File: config.mk
export PLATFORM = sky130hd
export DESIGN_NAME = flash_wr_guard
export DESIGN_NICKNAME = d
export VERILOG_FILES = /design/src/rtl/fwg_pkg.sv /design/src/rtl/fwg_sync.sv /design/src/rtl/fwg_glitch_filter.sv /design/src/rtl/fwg_qualifier.sv /design/src/rtl/flash_wr_guard.sv
export SDC_FILE = /design/constraint.sdc
export NUM_CORES = 1
export LEC_CHECK = 0
export CAP_MARGIN = 10
export CORE_AREA = 5 5 70 72
export DETAILED_ROUTE_END_ITERATION = 8
export DIE_AREA = 0 0 75 77
export HOLD_SLACK_MARGIN = 0.08
export PLACE_DENSITY_LB_ADDON = 0.05
export SYNTH_ARGS = -nofsm -noshare
export SYNTH_HDL_FRONTEND = slang
export SYNTH_SLANG_ARGS = --single-unit
File: constraint.sdc
create_clock -name clk -period 6.1 [get_ports clk]
set_input_delay 1.22 -clock clk [delete_from_list [all_inputs] [get_ports clk]]
set_output_delay 1.22 -clock clk [all_outputs]
set_load 0.1 [all_outputs]
File: src/rtl/fwg_pkg.sv
package fwg_pkg;

  typedef enum logic {
    QS_IDLE  = 1'b0,
    QS_ARMED = 1'b1
  } q_state_t;

  // Bus state that counts as a write: CE low, WE low, OE high.
  function automatic logic bus_qualifies(input logic ce_n, input logic we_n, input logic oe_n);
    return (!ce_n) && (!we_n) && oe_n;
  endfunction

  // Counter width needed to count up to n.
  function automatic int unsigned cnt_bits(input int unsigned n);
    return (n < 2) ? 1 : $clog2(n + 1);
  endfunction

endpackage

File: src/rtl/fwg_sync.sv
module fwg_sync #(
  parameter int            W       = 1,
  parameter int            STAGES  = 2,
  parameter logic [W-1:0]  RST_VAL = '0
) (
  input  logic         clk,
  input  logic         rst_n,
  input  logic [W-1:0] d,
  output logic [W-1:0] q
);

  logic [W-1:0] stg [STAGES];

  always_ff @(posedge clk or negedge rst_n) begin
    if (!rst_n) begin
      for (int i = 0; i < STAGES; i++) stg[i] <= RST_VAL;
    end else begin
      stg[0] <= d;
      for (int i = 1; i < STAGES; i++) stg[i] <= stg[i-1];
    end
  end

  assign q = stg[STAGES-1];

endmodule

File: src/rtl/fwg_glitch_filter.sv
module fwg_glitch_filter #(
  parameter int   MIN_SAMPLES = 3,
  parameter logic RST_VAL     = 1'b0
) (
  input  logic clk,
  input  logic rst_n,
  input  logic din,
  output logic dout
);
  import fwg_pkg::*;

  localparam int CW = cnt_bits(MIN_SAMPLES);
  localparam logic [CW-1:0] LAST = CW'(MIN_SAMPLES - 1);

  logic [CW-1:0] run_cnt;
  logic          differs;
  logic          flip_now;

  assign differs  = (din != dout);
  assign flip_now = differs && (run_cnt >= LAST);

  always_ff @(posedge clk or negedge rst_n) begin
    if (!rst_n) begin
      dout    <= RST_VAL;
      run_cnt <= '0;
    end else if (flip_now) begin
      dout    <= din;
      run_cnt <= '0;
    end else if (differs) begin
      run_cnt <= run_cnt + 1'b1;
    end else begin
      run_cnt <= '0;
    end
  end

  // the output only moves after the input had a differing value
  p_filter_needs_diff_r5: assert property (@(posedge clk) disable iff (!rst_n)
    (dout != $past(dout)) |-> ($past(din) != $past(dout)));

  // a fresh run of differing samples never flips the output at once when MIN_SAMPLES > 1
  p_filter_no_instant_r5: assert property (@(posedge clk) disable iff (!rst_n)
    (MIN_SAMPLES > 1 && differs && run_cnt == '0) |=> (dout == $past(dout)));

endmodule

File: src/rtl/fwg_qualifier.sv
module fwg_qualifier #(
  parameter int ADDR_W = 11,
  parameter int DATA_W = 16
) (
  input  logic              clk,
  input  logic              rst_n,
  input  logic              ce_f,
  input  logic              we_f,
  input  logic              oe_f,
  input  logic              vlow_s,
  input  logic [ADDR_W-1:0] addr_in,
  input  logic [DATA_W-1:0] data_in,
  output logic              cmd_valid,
  output logic [ADDR_W-1:0] cmd_addr,
  output logic [DATA_W-1:0] cmd_data,
  output logic              read_reset
);
  import fwg_pkg::*;

  q_state_t state;
  logic     pu_block;
  logic     init_pend;
  logic     vlow_d;

  // Named events
  logic qual_now;
  logic bus_idle_seen;
  logic vlow_rise;
  logic arm_ev;
  logic commit_ev;
  logic abort_ev;

  assign qual_now      = bus_qualifies(ce_f, we_f, oe_f);
  assign bus_idle_seen = ce_f && we_f;
  assign vlow_rise     = vlow_s && !vlow_d;
  assign arm_ev        = (state == QS_IDLE) && qual_now && !pu_block && !vlow_s;
  assign commit_ev     = (state == QS_ARMED) && !vlow_s && !qual_now && oe_f;
  assign abort_ev      = (state == QS_ARMED) && (vlow_s || (!qual_now && !oe_f));

  always_ff @(posedge clk or negedge rst_n) begin
    if (!rst_n) begin
      state      <= QS_IDLE;
      pu_block   <= 1'b1;
      init_pend  <= 1'b1;
      vlow_d     <= 1'b1;
      cmd_valid  <= 1'b0;
      cmd_addr   <= '0;
      cmd_data   <= '0;
      read_reset <= 1'b0;
    end else begin
      vlow_d     <= vlow_s;
      init_pend  <= 1'b0;
      read_reset <= init_pend || vlow_rise;
      cmd_valid  <= commit_ev;

      if (vlow_s)             pu_block <= 1'b1;
      else if (bus_idle_seen) pu_block <= 1'b0;

      if (arm_ev) begin
        state    <= QS_ARMED;
        cmd_addr <= addr_in;
        cmd_data <= data_in;
      end else if (commit_ev || abort_ev) begin
        state <= QS_IDLE;
      end
    end
  end

  // command strobe lasts one cycle
  p_single_strobe_r9: assert property (@(posedge clk) disable iff (!rst_n)
    cmd_valid |=> !cmd_valid);

  // lockout blocks any command in the next cycle
  p_lockout_blocks_r7: assert property (@(posedge clk) disable iff (!rst_n)
    vlow_s |=> !cmd_valid);

  // entering lockout requests array-read mode
  p_lockout_read_reset_r7: assert property (@(posedge clk) disable iff (!rst_n)
    $rose(vlow_s) |=> read_reset);

  // while inhibited no command emerges
  p_inhibit_blocks_r8: assert property (@(posedge clk) disable iff (!rst_n)
    pu_block |=> !cmd_valid);

  // captured fields stay put while armed
  p_latch_stable_r9: assert property (@(posedge clk) disable iff (!rst_n)
    (state == QS_ARMED && $past(state) == QS_ARMED) |-> ($stable(cmd_addr) && $stable(cmd_data)));

  // with OE low nothing can be armed
  p_oe_low_no_arm_r3: assert property (@(posedge clk) disable iff (!rst_n)
    (!oe_f && state == QS_IDLE) |=> (state == QS_IDLE));

endmodule

File: src/rtl/flash_wr_guard.sv
module flash_wr_guard #(
  parameter int ADDR_W      = 11,
  parameter int DATA_W      = 16,
  parameter int SYNC_STAGES = 2,
  parameter int GLITCH_MIN  = 3
) (
  input  logic              clk,
  input  logic              rst_n,
  input  logic              bus_ce_n,
  input  logic              bus_we_n,
  input  logic              bus_oe_n,
  input  logic              supply_low,
  input  logic [ADDR_W-1:0] bus_addr,
  input  logic [DATA_W-1:0] bus_wdata,
  output logic              cmd_valid,
  output logic [ADDR_W-1:0] cmd_addr,
  output logic [DATA_W-1:0] cmd_data,
  output logic              read_reset
);

  localparam int NSTROBE = 3;
  // Strobes reset to asserted (0); lockout resets to active (1).
  localparam logic [NSTROBE:0] SYNC_RST = {1'b1, {NSTROBE{1'b0}}};

  logic [NSTROBE:0]   raw_in;
  logic [NSTROBE:0]   synced;
  logic [NSTROBE-1:0] filt;

  assign raw_in = {supply_low, bus_oe_n, bus_we_n, bus_ce_n};

  fwg_sync #(
    .W       (NSTROBE + 1),
    .STAGES  (SYNC_STAGES),
    .RST_VAL (SYNC_RST)
  ) u_sync (
    .clk   (clk),
    .rst_n (rst_n),
    .d     (raw_in),
    .q     (synced)
  );

  for (genvar g = 0; g < NSTROBE; g++) begin : g_filt
    fwg_glitch_filter #(
      .MIN_SAMPLES (GLITCH_MIN),
      .RST_VAL     (1'b0)
    ) u_filt (
      .clk   (clk),
      .rst_n (rst_n),
      .din   (synced[g]),
      .dout  (filt[g])
    );
  end

  fwg_qualifier #(
    .ADDR_W (ADDR_W),
    .DATA_W (DATA_W)
  ) u_qual (
    .clk        (clk),
    .rst_n      (rst_n),
    .ce_f       (filt[0]),
    .we_f       (filt[1]),
    .oe_f       (filt[2]),
    .vlow_s     (synced[NSTROBE]),
    .addr_in    (bus_addr),
    .data_in    (bus_wdata),
    .cmd_valid  (cmd_valid),
    .cmd_addr   (cmd_addr),
    .cmd_data   (cmd_data),
    .read_reset (read_reset)
  );

endmodule

==> results.txt <==
----------------------------------------------------
[Status]
  Outcome ... finished, final reports clean

[Yosys]
  Sequential cell area fraction in the yosys report ... 66.0%
  Synthesized area per cell ... 16.6 um^2
  Largest family of logic cells by synthesized area ... multiplexers
  Post-synthesis share of cell area spent on full adders, half adders and majority gates ... 1.97%
  Share of the synthesized area in compound gates (AO/OA/AOI/OAI) ... 1.05%
  Post-synthesis mux area share ... 21.7%
  Cell Area, Synth ... 1910 um^2
  Top cell type by total area after synthesis ... sky130_fd_sc_hd__dfrtp_1
  Area share of the leading cell type in the synthesized netlist ... 59.1%
  Post-Synth XOR/XNOR Area ... 1.38%
  Leading cell types by total area after synthesis ... sky130_fd_sc_hd__dfrtp_1 59%, sky130_fd_sc_hd__mux2_4 16%, sky130_fd_sc_hd__dfstp_2 6.9%, sky130_fd_sc_hd__mux2_2 5.9%, sky130_fd_sc_hd__buf_12 2.1%
  Nets in the synthesized netlist ... 151
  Number of unique standard cell types used by synthesis ... 17
  Register bit total from synthesis ... 50
  Synthesis Warnings ... 0
  Mapped Cells ... 115
  Area share of and/or/nand/nor cells after synthesis ... 4.07%

[Route]
  DRC violations left ... 0
  Count of nets left with antenna violations after detail routing ... 0
  Routed vias ... 1080
  Number of DRC markers after the initial detailed-route iteration ... 36
  Drt pass-1 iters ... 3
  Routed WL ... 3450 um
  Avg WL per Cell ... 14.7 um
  Via/cell ratio ... 4.60

[Critical path]
  Largest fanout on the critical path ... 2
  Type of origin of the critical path ... register
  Peak per-stage delay on the critical path ... 1150 ps
  Crit-path slowest cell ... sky130_fd_sc_hd__clkdlybuf4s50_1
  Worst path bufs/invs ... 1
  Data arrival time of the critical path ... 1810 ps
  Crit Path Class ... register to primary output
  Worst EP required ... 4880 ps
  Crit path max-delay family ... buffers and inverters
  Sort of element at the end of the critical path ... primary output
  CP Cell Sequence ... clkdlybuf4s50_1

[Timing]
  Slew Limit Headroom ... 33.9%
  Maximum clock skew at final layout ... 10.5 ps
  Max Freq ... 330 MHz
  Final Slew Violations ... 0
  # setup viols final ... 0
  Final min period ... 3030 ps
  Final number of hold-violating endpoints ... 0
  Accumulated negative setup slack ... 0 ps
  RSZ-0062 raised after global routing ... no
  Worst-margin pin slew ... 988 ps
  Ratio of final minimum period to clock period ... 49.7%

[Global routing]
  Pin count of the biggest net entering global routing ... 51
  Gr usage total ... 13.4%
  Initial antenna violation count ... 0
  Via count of the first global-routing pass ... 1167
  Aggregate global routing overflow ... 0
  Global-route wire length before repair ... 5780 um

[CTS]
  CTS tree ... built
  Post-CTS Resized ... 0
  Number of CTS-inserted buffers ... 5
  CTS Sinks ... 50
  Clock Root Buffer ... sky130_fd_sc_hd__clkbuf_8
  Max clock buf depth ... 2
  Clock H-tree levels ... 2
  Clk pin slew, worst setup/hold paths ... 90 ps
  Clock latency reported for the late side of the worst-skew pair ... 300 ps
  # Post-CTS Setup Buffers ... 0
  CTS Hold Bufs ... 0

[Die]
  Width of the chip ... 75 um
  # rows ... 24
  Vertical die dimension ... 77 um
  IO Pins ... 62
  Initial core utilization ... 45.0%
  Area of the core ... 4230 um^2
  Area of the die ... 5780 um^2

[Run]
  MaxCap Viol Count ... 0

[Layout]
  # diodes ... 0
  Layout cells sized above 1 ... 24.6%
  Layout net count ... 218
  Area Growth Syn to Fin ... 38.5%
  Commonest non-fill, non-tap cells in the layout ... 60 x sky130_fd_sc_hd__clkdlybuf4s50_1, 45 x sky130_fd_sc_hd__dfrtp_1, 20 x sky130_fd_sc_hd__mux2_4, 10 x sky130_fd_sc_hd__nor2_1, 10 x sky130_fd_sc_hd__mux2_2
  Most frequent standard cell in the layout excluding fill and tap cells ... sky130_fd_sc_hd__clkdlybuf4s50_1

[Placed design]
  Routability Congestion ... 0.675
  Number of port buffers ... 61
  Estimated wirelength of the detail-placed design ... 2400 um

[Worst hold path]
  Kind of path behind the tightest hold check ... register to register

----------------------------------------------------
-- through the flow --
stage	setup slack, ps	std cells	hold WS (ps)	utilization (%)	area [um^2]
floorplan	3980	115	331	-	1910
global placement	3390	226	335	59.8	2530
detailed placement	3380	226	336	59.8	2530
CTS	3040	234	360	61.8	2620
global route	2990	235	363	62.3	2640
finish	3070	235	357	62.3	2640
-- per-layer routing --
metal / wire length, um / vias to the layer above / part of all wire [%] / track usage [%]
li1: - / 515 / - / -
met1: 1440 / 519 / 42 / 17.2
met2: 1610 / 42 / 47 / 19.3
met3: 364 / 4 / 11 / 6.27
met4: 32 / 0 / 0.93 / 5.34
met5: 0 / - / 0 / 0
-- final cells by class --
cell class              count  area (um^2)
multi-input cells          57          578
clock buffers               6         72.6
fillers                   319         1600
well taps                  52         65.1
flip-flops and latches     50         1260
repair buffers             63          633
inverters                   5         18.8
clock inverters             2         13.8
-- registers in the layout, indices dropped and copies added, names as in the netlist --
name / flops
g_filt.u_filt.dout: 3
g_filt.u_filt.run_cnt: 6
u_qual.cmd_addr: 11
u_qual.cmd_data: 16
u_qual.cmd_valid: 1
u_qual.init_pend: 1
u_qual.pu_block: 1
u_qual.read_reset: 1
u_qual.state: 1
u_qual.vlow_d: 1
u_sync.q: 4
u_sync.stg: 4
-- synth_stat cells --
| cell | n |
|---|---|
| sky130_fd_sc_hd__nand2_1 | 4 |
| sky130_fd_sc_hd__mux2_4 | 20 |
| sky130_fd_sc_hd__xor2_1 | 3 |
| sky130_fd_sc_hd__a21oi_1 | 1 |
| sky130_fd_sc_hd__mux2_2 | 10 |
| sky130_fd_sc_hd__inv_1 | 5 |
| sky130_fd_sc_hd__or4b_1 | 1 |
| sky130_fd_sc_hd__or3_1 | 1 |
| sky130_fd_sc_hd__nor4b_1 | 1 |
| sky130_fd_sc_hd__dfrtp_1 | 45 |
| sky130_fd_sc_hd__dfstp_2 | 5 |
| sky130_fd_sc_hd__buf_12 | 2 |
| sky130_fd_sc_hd__a21o_1 | 2 |
| sky130_fd_sc_hd__conb_1 | 1 |
| sky130_fd_sc_hd__buf_6 | 1 |
| sky130_fd_sc_hd__ha_1 | 3 |
| sky130_fd_sc_hd__nor2_1 | 10 |
-- cell families after synthesis --
| family | after synthesis |
|---|---|
| other | 1 |
| flip-flops | 50 |
| AND/OR/NAND/NOR | 17 |
| AO/OA/AOI/OAI | 3 |
| buffers and inverters | 8 |
| XOR/XNOR | 3 |
| multiplexers | 30 |
| adder cells (fa/ha/maj) | 3 |
-- worst paths after layout --
kind	from	end	slack (ps)	depth (start not counted)
max	u_qual.cmd_data[9]$_DFFE_PN0P_	cmd_data[9]	3070	1
min	u_sync.stg[5]$_DFF_PN0_	u_sync.q[1]$_DFF_PN0_	360	0
max reg2reg	g_filt[0].u_filt.dout$_DFFE_PN0P_	u_qual.cmd_data[7]$_DFFE_PN0P_	3710	4
min reg2reg	u_sync.stg[5]$_DFF_PN0_	u_sync.q[1]$_DFF_PN0_	360	0
max in group asynchronous	rst_n	u_qual.init_pend$_DFF_PN1_	4710	2
min in group asynchronous	rst_n	g_filt[1].u_filt.run_cnt[1]$_DFF_PN0_	810	1
Power is not shown: default switching activity piles up to over one toggle a cycle in this logic, so the estimate is an artifact.
